[src/rtl/lsc_pkg.sv]
package lsc_pkg;

    typedef enum logic {
        CMP_ARMED   = 1'b0,
        CMP_TRIPPED = 1'b1
    } cmp_state_e;

    localparam int CTL_IRQ   = 0;
    localparam int CTL_BRK   = 1;
    localparam int CTL_NMBRK = 2;
    localparam int CTL_CRST  = 3;
    localparam int CTL_BRST  = 4;
    localparam int CTL_W     = 5;
    localparam int LVL_N     = 3;
    localparam int RST_N     = 2;

endpackage

[src/rtl/lsc_lvl_sync.sv]
module lsc_lvl_sync #(
    parameter int N      = 3,
    parameter int STAGES = 2
) (
    input  logic         clk,
    input  logic         rst_n,
    input  logic [N-1:0] async_i,
    output logic [N-1:0] sync_o
);
    logic [N-1:0] chain [STAGES];

    always_ff @(posedge clk or negedge rst_n) begin
        if (!rst_n) begin
            for (int s = 0; s < STAGES; s++) chain[s] <= '0;
        end else begin
            chain[0] <= async_i;
            for (int s = 1; s < STAGES; s++) chain[s] <= chain[s-1];
        end
    end

    assign sync_o = chain[STAGES-1];
endmodule

[src/rtl/lsc_rst_sync.sv]
module lsc_rst_sync #(
    parameter int N      = 2,
    parameter int STAGES = 2
) (
    input  logic         clk,
    input  logic         rst_n,
    input  logic [N-1:0] req_i,
    output logic [N-1:0] rst_o
);
    for (genvar g = 0; g < N; g++) begin : g_line
        logic              arst;
        logic [STAGES-1:0] sh;

        assign arst = req_i[g] | ~rst_n;

        always_ff @(posedge clk or posedge arst) begin
            if (arst) sh <= '1;
            else      sh <= {sh[STAGES-2:0], 1'b0};
        end

        assign rst_o[g] = sh[STAGES-1];
    end
endmodule

[src/rtl/lsc_cmp.sv]
module lsc_cmp
    import lsc_pkg::*;
#(
    parameter int W = 32
) (
    input  logic         clk,
    input  logic         rst_n,
    input  logic [W-1:0] a_data,
    input  logic         a_valid,
    input  logic [W-1:0] b_data,
    input  logic         b_valid,
    output logic         live_o,
    output logic         trip_o
);
    localparam int BW = W + 1;

    cmp_state_e   st_q, st_d;
    logic [BW-1:0] diff;

    assign diff   = {a_valid, a_data} ^ {b_valid, b_data};
    assign live_o = |diff;

    always_ff @(posedge clk or negedge rst_n) begin
        if (!rst_n) st_q <= CMP_ARMED;
        else        st_q <= st_d;
    end

    always_comb begin
        st_d   = st_q;
        trip_o = 1'b0;
        unique case (st_q)
            CMP_ARMED: begin
                trip_o = 1'b0;
                if (live_o) st_d = CMP_TRIPPED;
            end
            CMP_TRIPPED: begin
                trip_o = 1'b1;
                st_d   = CMP_TRIPPED;
            end
        endcase
    end
endmodule

[src/rtl/lsc_gate.sv]
module lsc_gate #(
    parameter int W = 32
) (
    input  logic         block_i,
    input  logic [W-1:0] data_i,
    input  logic         valid_i,
    output logic [W-1:0] data_o,
    output logic         valid_o
);
    always_comb begin
        data_o  = block_i ? '0   : data_i;
        valid_o = block_i ? 1'b0 : valid_i;
    end
endmodule

[src/rtl/lsc_guard.sv]
module lsc_guard
    import lsc_pkg::*;
#(
    parameter int W    = 32,
    parameter int NCMP = 2
) (
    input  logic              clk,
    input  logic              rst_n,
    input  logic [W-1:0]      m_data,
    input  logic              m_valid,
    input  logic [W-1:0]      c_data,
    input  logic              c_valid,
    input  logic              irq_async,
    input  logic              brk_async,
    input  logic              nmbrk_async,
    input  logic              core_rst_async,
    input  logic              bus_rst_async,
    output logic [W-1:0]      out_data,
    output logic              out_valid,
    output logic [NCMP-1:0]   trip,
    output logic              fault,
    output logic [CTL_W-1:0]  core_a_ctl,
    output logic [CTL_W-1:0]  core_b_ctl
);
    logic [NCMP-1:0]  live;
    logic             block;
    logic [LVL_N-1:0] lvl_s;
    logic [RST_N-1:0] rst_s;
    logic [CTL_W-1:0] ctl;

    for (genvar g = 0; g < NCMP; g++) begin : g_cmp
        lsc_cmp #(.W(W)) u_cmp (
            .clk     (clk),
            .rst_n   (rst_n),
            .a_data  (m_data),
            .a_valid (m_valid),
            .b_data  (c_data),
            .b_valid (c_valid),
            .live_o  (live[g]),
            .trip_o  (trip[g])
        );
    end

    assign fault = |trip;
    assign block = fault | (|live) | ~rst_n;

    lsc_gate #(.W(W)) u_gate (
        .block_i (block),
        .data_i  (m_data),
        .valid_i (m_valid),
        .data_o  (out_data),
        .valid_o (out_valid)
    );

    lsc_lvl_sync #(.N(LVL_N), .STAGES(2)) u_lvl (
        .clk     (clk),
        .rst_n   (rst_n),
        .async_i ({nmbrk_async, brk_async, irq_async}),
        .sync_o  (lvl_s)
    );

    lsc_rst_sync #(.N(RST_N), .STAGES(2)) u_rst (
        .clk   (clk),
        .rst_n (rst_n),
        .req_i ({bus_rst_async, core_rst_async}),
        .rst_o (rst_s)
    );

    assign ctl        = {rst_s, lvl_s};
    assign core_a_ctl = ctl;
    assign core_b_ctl = ctl;
endmodule

[config.mk]
export PLATFORM = sky130hd
export DESIGN_NAME = lsc_guard
export DESIGN_NICKNAME = d
export VERILOG_FILES = /design/src/rtl/lsc_pkg.sv /design/src/rtl/lsc_lvl_sync.sv /design/src/rtl/lsc_rst_sync.sv /design/src/rtl/lsc_cmp.sv /design/src/rtl/lsc_gate.sv /design/src/rtl/lsc_guard.sv
export SDC_FILE = /design/constraint.sdc
export NUM_CORES = 1
export LEC_CHECK = 0
export ABC_AREA = 0
export BUFFER_PORTS_ARGS = -buffer_cell sky130_fd_sc_hd__buf_2
export CAP_MARGIN = 20
export CORE_MARGIN = 2
export CORE_UTILIZATION = 41
export DETAILED_ROUTE_END_ITERATION = 7
export PLACE_DENSITY = 0.87
export SETUP_SLACK_MARGIN = 0.3
export SYNTH_ARGS = -nofsm -noshare
export SYNTH_HDL_FRONTEND = slang
export SYNTH_SLANG_ARGS = --single-unit
[constraint.sdc]
create_clock -name clk -period 4.18 [get_ports clk]
set_input_delay 0.418 -clock clk [delete_from_list [all_inputs] [get_ports clk]]
set_output_delay 0.418 -clock clk [all_outputs]
set_load 0.05 [all_outputs]
==> results of run 1 <==
cells in the mapped netlist, types with 3 or more instances:
library cell / number / area, um^2
dfstp_2: 4 / 105
clkbuf_1: 15 / 56.3
xor2_1: 21 / 184
nor4_1: 35 / 219
nand4_1: 35 / 219
inv_1: 7 / 26.3
dfrtp_1: 8 / 200
buf_4: 12 / 90.1
xnor2_1: 6 / 52.6
or4_1: 3 / 22.5
buf_2: 4 / 20.0
nor2_1: 4 / 15.0
nor2b_1: 3 / 18.8
per-stage QoR:
| stage | util (%) | setup WS (ps) |
|---|---|---|
| 2_1_floorplan | - | 725 |
| 3_3_place_gp | 61.4 | 1160 |
| 3_5_place_dp | 61.4 | 1140 |
| 4_1_cts | 62.9 | 1140 |
| 5_1_grt | 62.9 | 1000 |
| 6_report | 62.9 | 1110 |
metal layers:
layer	global-route usage, %	share of wire [%]	up-vias
li1	-	-	843
met1	29.7	40	796
met2	42.2	53	91
met3	2.99	7.0	0
met4	6.52	0	0
met5	0	0	-
timing repair:
action                    CTS  global route
hold buffers                1             0
resized for setup           0             0
buffers inserted            0             0
hold endpoints to repair    8             0
registers in the layout, indices dropped and copies added (netlist names):
name              flops
g_cmp.u_cmp.st_q      2
u_lvl.chain           3
u_lvl.sync_o          3
u_rst.g_line.sh       4
power groups by stage:
| stage | combinational, W | clock, W | sequential [W] |
|---|---|---|---|
| 2_1_floorplan | 0.0000650 | 0 | 0.000126 |
| 5_1_grt | 0.000131 | 0.0000968 | 0.000125 |
| 6_report | 0.000120 | 0.0000884 | 0.000124 |
| 4_1_cts | 0.000120 | 0.0000917 | 0.000124 |
| 3_5_place_dp | 0.000118 | 0 | 0.000126 |
| 3_3_place_gp | 0.000116 | 0 | 0.000126 |
cell families after synthesis:
group / count (synthesis) / synth area share, %
AO/OA/AOI/OAI: 5 / 2.83
flip-flops: 12 / 23.0
other: 1 / 0.283
XOR/XNOR: 27 / 17.8
AND/OR/NAND/NOR: 87 / 41.5
buffers and inverters: 38 / 14.5
layout make-up:
cell class | instances | area [um^2]
Fill cell | 291 | 1130
Inverter | 7 | 26.3
Multi-Input combinational cell | 121 | 852
Tap cell | 44 | 55.1
Sequential cell | 12 | 305
Timing Repair Buffer | 125 | 646
Clock buffer | 4 | 36.3
worst paths after layout:
| path | start | endpoint | slack [ps] | depth (start not counted) |
|---|---|---|---|---|
| min in group clk | irq_async | u_lvl.chain[3] | 260 | 1 |
| hold reg to reg | u_lvl.chain[5] | u_lvl.sync_o[2] | 360 | 0 |
| setup reg to reg | g_cmp[0].u_cmp.st_q | g_cmp[0].u_cmp.st_q | 3060 | 2 |
| hold / removal | bus_rst_async | u_rst.g_line[1].sh[1] | 230 | 2 |
| setup / recovery | m_data[11] | out_data[15] | 1110 | 6 |
| max in group asynchronous | rst_n | u_rst.g_line[0].sh[0] | 3140 | 4 |
worst max-delay path, stage by stage:
cell	delay (ps)
buf_2	120
xnor2_1	140
o221ai_1	120
or4_1	1040
nor4_1	480
buf_2	330
==> run_results.csv, run 1 <==
group,metric,value,unit
logic_synthesis,yosysUniqueCellTypes,23,
timing,whs,233,ps
routing,via_per_inst,5.53,
placed_design,dp_hpwl,3360,um
floorplan,die_x,60.9,um
placed_design,dpl-instance-area,0.00187,mm^2
power_and_ir_drop,ir_worst_vdd,91.1,uV
run_status,status,"finished, final reports clean",
clock_tree,clkLatencyLatePin,260,ps
routing,drtIter0Drc,92,
grt,grt_pass1_wl,6700,um
floorplan,initial_core_util,43.4,%
power_and_ir_drop,pwr-share-clk,26.6,%
critical_path,critPathRequiredTime,3760,ps
power_and_ir_drop,leakage,0.878,nW
floorplan,die_area,0.00371,mm^2
routing,vias,1730,
critical_path,cp.arrival,2650,ps
grt,grt_max_degree,36,
placed_design,dp_cells,308,
cells_and_area,drive_gt1_share,50.6,%
routing,ant_nets,0,
flow_run,maxCapViolations,0,
timing,rsz0062_at_grt,"false",
power_and_ir_drop,power.total,0.000332,W
power_and_ir_drop,seqPwrFrac,37.3,%
timing,max_freq,0.326,GHz
cells_and_area,nets,343,
power_and_ir_drop,internal_power,0.000224,W
critical_path,critPathKind,"in2out",
routing,routed_wl,4540,um
clock_tree,clock_sinks,12,
floorplan,die_y,60.9,um
logic_synthesis,synth_seq_area_share,23.0,%
grt,grt_usage,23.6,%
cells_and_area,postLayoutCellArea,0.00192,mm^2
cells_and_area,final_cell_mix,"buf_2, nand4_1, nor4_1, xor2_1, dfrtp_1",
logic_synthesis,yosysWarnings,0,
logic_synthesis,ys_ff_latch,12,
cells_and_area,synthToLayoutAreaGrowth,44.8,%
clock_tree,cts_max_path_buffers,2,
logic_synthesis,ys_async_sr_fraction,100,%
power_and_ir_drop,sw_frac_of_total,32.7,%
clock_tree,cts.clk_slew.worst_paths,70,ps
routing,drt_pre_antenna_iters,4,
floorplan,ioPinCount,119,
critical_path,worstSetupStartpointType,"input port",
grt,antenna_found_initial,0,
power_and_ir_drop,combPwrFrac,36.1,%
timing,max_slew_margin,26.5,%
timing,worst_pin_slew,1100,ps
power_and_ir_drop,p_sw,0.000109,W
timing,setup_violations,0,
clock_tree,h-tree-depth,1,
timing,skew,1.49,ps
clock_tree,numCtsBuffers,3,
critical_path,crit_path_max_fanout,35,
timing,period_share,73.3,%
placed_design,place_congestion,0.740,
timing,hold_viol_final,0,
floorplan,core,0.00305,mm^2
placed_design,portBuffers,118,
grt,grt_pass1_vias,1574,
logic_synthesis,syn_area_per_cell,7.80,um^2
cells_and_area,instances_no_fill,313,
logic_synthesis,syn_inst,170,
routing,drc,0,
clock_tree,cts_root_buf,"clkbuf_4",
critical_path,crit_path_end_kind,"primary output",
clock_tree,tritoncts,"yes",
timing,timing.setup.tns,0,ps
power_and_ir_drop,power_density,173,mW/mm^2
logic_synthesis,syn-cell-area,0.00133,mm^2
routing,wl_per_cell,14.5,um
cells_and_area,layout_commonest_cell,"buf_2",
cells_and_area,n_antenna_cell,0,
timing,min_period,3070,ps
logic_synthesis,synth_edf_count,0,
min_path,hold_class,"in2async",
logic_synthesis,ys.flop_type,"dfrtp_1",
grt,grt_overflow,0,
timing,slew_violations,0,
floorplan,rows,20,
(Power assumes the default switching activity.)
==> run 2, diff against run 1 <==
- ABC_AREA: 0 -> 1
- CORE_UTILIZATION: 41 -> 37
- PLACE_DENSITY: 0.87 -> 0.81
- clock period: 4.18 -> 3.1 ns (I/O delays scaled with it)
==> run_results.csv, run 2 <==
group,metric,value,unit
logic_synthesis,synth_top_area_cell,"nand2_1",
routing,wl_met2,1670,um
routing,drtIter0Drc,21,
timing,slew_violations,0,
logic_synthesis,ys.flop_type,"dfrtp_1",
critical_path,crit_path_end_kind,"primary output",
timing,setup_violations,0,
critical_path,crit_path_max_fanout,33,
cells_and_area,nets,405,
cells_and_area,largest_reg_flops,4,
floorplan,ioPinCount,119,
logic_synthesis,synth_edf_count,0,
logic_synthesis,syn_area_per_cell,5.70,um^2
routing,wl_met3,220,um
timing,rsz0062_at_grt,"false",
power_and_ir_drop,power_density,226,mW/mm^2
timing,timing.setup.tns,0,ps
clock_tree,clkLatencyLatePin,260,ps
logic_synthesis,netlist_top_cells_count,"nand2_1, inv_1, nor2_1",
timing,min_period,2520,ps
critical_path,worstRegToRegCells,2,
cells_and_area,top_register,"u_rst.g_line.sh",
clock_tree,cts_root_buf,"clkbuf_4",
timing,max_freq,0.397,GHz
floorplan,rows,21,
floorplan,initial_core_util,38.2,%
floorplan,core,0.00331,mm^2
routing,m1WireLength,1140,um
min_path,hold_class,"in2async",
cells_and_area,synthToLayoutAreaGrowth,45.2,%
grt,grt_pass1_vias,1427,
routing,drt_pre_antenna_iters,4,
flow_run,maxCapViolations,0,
routing,ant_nets,0,
clock_tree,clock_sinks,12,
timing,hold_viol_final,0,
placed_design,place_congestion,0.778,
grt,grt_usage,16.1,%
logic_synthesis,yosysUniqueCellTypes,18,
run_status,status,"finished, final reports clean",
logic_synthesis,synth.most_common_cell,"nand2_1",
logic_synthesis,yosysWarnings,0,
critical_path,r2r-start,"g_cmp[0].u_cmp.st_q",
cells_and_area,final_cell_mix,"buf_2, nand2_1, inv_1, nor2_1, xnor2_1",
routing,routed_wl,3060,um
critical_path,r2r-end,"g_cmp[0].u_cmp.st_q",
placed_design,dp_cells,372,
logic_synthesis,syn_inst,222,
routing,wl_per_cell,8.11,um
placed_design,dpl-instance-area,0.00179,mm^2
placed_design,dp_hpwl,2800,um
logic_synthesis,synth_top_area_share,19.6,%
routing,drc,0,
power_and_ir_drop,leakage,1.28,nW
clock_tree,cts.clk_slew.worst_paths,60,ps
logic_synthesis,ys_ff_latch,12,
critical_path,critPathRequiredTime,2790,ps
critical_path,cp.arrival,2210,ps
timing,skew,0.266,ps
clock_tree,numCtsBuffers,3,
critical_path,rrSetupSlack,2490,ps
logic_synthesis,synth_seq_area_share,24.1,%
critical_path,critPathKind,"in2out",
logic_synthesis,synth.area.top_cells,"nand2_1, dfrtp_1, inv_1",
timing,whs,148,ps
floorplan,die_y,62.5,um
cells_and_area,n_antenna_cell,0,
critical_path,worstSetupStartpointType,"input port",
clock_tree,cts_max_path_buffers,2,
floorplan,die_area,0.00391,mm^2
logic_synthesis,syn-cell-area,0.00127,mm^2
logic_synthesis,ys_async_sr_fraction,100,%
cells_and_area,final_util,55.5,%
routing,routed.top_layer,"met4",
routing,vias,1533,
placed_design,portBuffers,118,
grt,grt_pass1_wl,5220,um
floorplan,die_x,62.5,um
cells_and_area,layout_commonest_cell,"buf_2",
clock_tree,tritoncts,"yes",
routing,via_per_inst,4.07,
clock_tree,cts_setup_buffers,0,
timing,period_share,81.2,%
grt,grt_overflow,0,
power_and_ir_drop,ir_worst_vdd,66.6,uV
clock_tree,h-tree-depth,1,
grt,grt_max_degree,34,
cells_and_area,drive_gt1_share,42.0,%
grt,antenna_found_initial,0,
cells_and_area,postLayoutCellArea,0.00184,mm^2
cells_and_area,instances_no_fill,377,
==> run 2: cell types whose count changed in the layout (fill, tap and decap cells not counted), sizes merged, moves of 20 or more <==
cell   delta
inv      +48
xor2     -20
nor2     +48
nand2    +66
nand4    -34
nor4     -37
==> run 2: critical path, cell delays in order <==
cell and delay [ps]:
dlygate4sd3_1 530, buf_2 210, inv_1 100, nor2_1 220, nand3_4 340, nor2_1 190
buf_2 280
==> run 2: routing by layer <==
| layer | track usage (%) | vias to the layer above |
|---|---|---|
| met1 | 15.2 | 639 |
| met5 | 0 | - |
| met4 | 4.72 | 0 |
| met3 | 2.70 | 6 |
| met2 | 34.3 | 66 |
| li1 | - | 822 |
==> run 2: worst max-delay path by stage <==
stage / slack [ps] / endpoint / depth (start not counted) / startpoint
floorplan: 870 / out_data[1] / 6 / g_cmp[0].u_cmp.st_q
global placement: 670 / out_data[13] / 8 / c_data[7]
detailed placement: 640 / out_data[0] / 9 / m_data[6]
CTS: 330 / out_data[0] / 7 / rst_n
global route: 330 / out_data[0] / 7 / rst_n
finish: 580 / out_data[20] / 7 / rst_n
==> run 2: where the power goes <==
| group | switching, W | leakage (nW) | internal [W] | total, W |
|---|---|---|---|---|
| logic | 0.0000877 | 1.14 | 0.0000676 | 0.000155 |
| registers | 0.00000203 | 0.129 | 0.000165 | 0.000167 |
| clock network | 0.0000428 | 0.0150 | 0.0000497 | 0.0000925 |
| total | 0.000133 | 1.28 | 0.000283 | 0.000415 |
==> run 2: kinds of logic (layout without fill, tap and decap cells) <==
group	after synthesis	in the layout	share of synthesized area [%]
flops	12	12	24.1
simple gates	126	126	40.5
other cells	1	2	0.296
buf+inv	70	178	26.1
xor+xnor	13	13	8.99
==> run 2: timing repair <==
item / CTS / global route
hold buffers: 1 / 0
endpoints found under the setup margin: 0 / 33
hold endpoints to repair: 8 / 0
gates resized for setup: 0 / 1
==> run 2: through the flow <==
stage	setup slack (ps)	total power (W)
finish	583	0.000415
detailed placement	636	0.000326
global route	333	0.000453
CTS	333	0.000422
floorplan	874	0.000264
global placement	670	0.000323
==> run 2: cell type report <==
cell class                      count  area [um^2]
Multi-Input combinational cell    141          642
Tap cell                           46         57.6
Clock buffer                        4         26.3
Fill cell                         344         1470
Timing Repair Buffer              119          601
Inverter                           55          206
Sequential cell                    12          305
==> run 3, diff against run 2 <==
- ABC_AREA: 1 -> 0
- CORE_UTILIZATION: 37 -> 34
- PLACE_DENSITY: 0.81 -> 0.77
- clock period: 3.1 -> 2.2 ns (I/O delays scaled with it)
==> run_results.csv, run 3 (synthesis results as in run 1) <==
group,metric,value,unit
run_status,status,"complete, but fails checks",
run_status,violations,"negative setup slack",
timing,slew_violations,0,
clock_tree,cts_max_path_buffers,2,
critical_path,crit_path_max_fanout,6,
power_and_ir_drop,power_density,244,mW/mm^2
power_and_ir_drop,pwr-share-clk,30.5,%
timing,rsz0062_at_grt,"true",
power_and_ir_drop,sw_frac_of_total,33.6,%
critical_path,worstSetupStartpointType,"input port",
cells_and_area,final_cell_mix,"buf_2, buf_6, nand4_1, nor4_4, xor2_1",
power_and_ir_drop,leakage,1.73,nW
cells_and_area,n_antenna_cell,0,
cells_and_area,largest_reg_flops,4,
clock_tree,clkLatencyLatePin,240,ps
placed_design,portBuffers,118,
routing,drc,0,
critical_path,critPathKind,"in2out",
floorplan,die_area,0.00442,mm^2
power_and_ir_drop,power.total,0.000787,W
power_and_ir_drop,internal_power,0.000522,W
placed_design,place_congestion,0.805,
timing,period_share,104,%
timing,skew,0.696,ps
clock_tree,cts_root_buf,"clkbuf_8",
grt,antenna_found_initial,0,
flow_run,maxCapViolations,0,
routing,drtIter0Drc,148,
routing,via_per_inst,5.89,
floorplan,die_x,66.5,um
critical_path,critPathRequiredTime,1980,ps
clock_tree,h-tree-depth,1,
timing,setup_violations,14,
power_and_ir_drop,combPwrFrac,39.4,%
cells_and_area,drive_gt1_share,70.5,%
cells_and_area,synthToLayoutAreaGrowth,143,%
routing,wl_per_cell,21.3,um
cells_and_area,nets,372,
timing,max_freq,0.437,GHz
routing,routed_wl,7380,um
floorplan,die_y,66.5,um
clock_tree,tritoncts,"yes",
grt,grt_overflow,0,
timing,fin_ws,-90.2,ps
cells_and_area,layout_commonest_cell,"buf_2",
routing,vias,2039,
grt,grt_pass1_vias,1844,
grt,grt_max_degree,36,
floorplan,ioPinCount,119,
floorplan,initial_core_util,35.7,%
power_and_ir_drop,p_sw,0.000264,W
routing,ant_nets,0,
critical_path,crit_path_end_kind,"primary output",
timing,hold_viol_final,0,
clock_tree,clock_sinks,12,
cells_and_area,top_register,"u_rst.g_line.sh",
placed_design,dp_hpwl,4050,um
critical_path,cp.arrival,2070,ps
routing,drt_pre_antenna_iters,4,
floorplan,core,0.00372,mm^2
floorplan,rows,22,
grt,grt_usage,25.8,%
timing,min_period,2290,ps
min_path,hold_class,"in2reg",
placed_design,place_ws,-65.8,ps
clock_tree,cts.clk_slew.worst_paths,50,ps
power_and_ir_drop,seqPwrFrac,30.1,%
power_and_ir_drop,ir_worst_vdd,189,uV
timing,timing.setup.tns,-491,ps
clock_tree,numCtsBuffers,3,
grt,grt_pass1_wl,8790,um
[run 3: changes by cell type in the layout (fill, tap and decap cells not counted), moves of 11 or more]
cell and delta:
inv_1 -46, nor2_1 -41, nand2_1 -66, buf_2 -38
nor4_4 +35, xnor2_1 -11, buf_6 +38, xor2_1 +20
nand4_1 +34, buf_4 +18
[run 3: routing by layer]
| metal | track usage [%] | part of all wire, % |
|---|---|---|
| met1 | 30.4 | 35 |
| met3 | 2.53 | 6.9 |
| met2 | 48.9 | 55 |
| met5 | 0 | 0 |
| met4 | 7.14 | 2.3 |
[run 3: final cells by class]
cell class | count | area (um^2)
inverters | 7 | 26.3
flip-flops and latches | 12 | 305
repair buffers | 154 | 1340
multi-input cells | 121 | 1450
fillers | 177 | 488
clock buffers | 4 | 55.1
well taps | 48 | 60.1
[run 3: worst paths after layout]
| path | start | to | slack (ps) | depth (start not counted) |
|---|---|---|---|---|
| min reg2reg | u_lvl.chain[3] | u_lvl.sync_o[0] | 350 | 0 |
| max in group asynchronous | rst_n | g_cmp[0].u_cmp.st_q | 1530 | 2 |
| min | brk_async | u_lvl.chain[4] | 80 | 1 |
| min in group asynchronous | bus_rst_async | u_rst.g_line[1].sh[0] | 100 | 2 |
| max | m_data[18] | out_data[17] | -90 | 8 |
| max reg2reg | g_cmp[0].u_cmp.st_q | g_cmp[0].u_cmp.st_q | 1060 | 2 |
[run 3: repair_timing]
action,in CTS,in global routing
hold endpoints to repair,8,8
buffers inserted,1,13
resized for setup,66,32
gates cloned,1,5
setup endpoints to repair,33,35
pin swaps,5,35
[run 3: worst max-delay path, stage by stage]
cell and delay [ps]:
buf_8 100, xnor2_2 170, nand4_1 150, or4_4 610, buf_12 190, buf_4 130, nor4_4 280, buf_6 200
[run 3: metrics by stage]
stage	hold slack, ps	area (um^2)	std cells	utilization [%]
finish	84.3	3230	346	86.9
global route	75.2	3230	346	86.9
CTS	-185	2860	327	76.9
detailed placement	69.7	2540	321	68.3
global placement	68.0	2540	321	68.3
floorplan	-75.6	1900	171	-
[run 3: power by group through the flow]
stage	Sequential (W)	Combinational, W	Clock (W)
after floorplan	0.000239	0.000143	0
after global placement	0.000240	0.000247	0
after detailed placement	0.000240	0.000251	0
after CTS	0.000237	0.000255	0.000241
after global routing	0.000238	0.000323	0.000259
final	0.000237	0.000310	0.000240
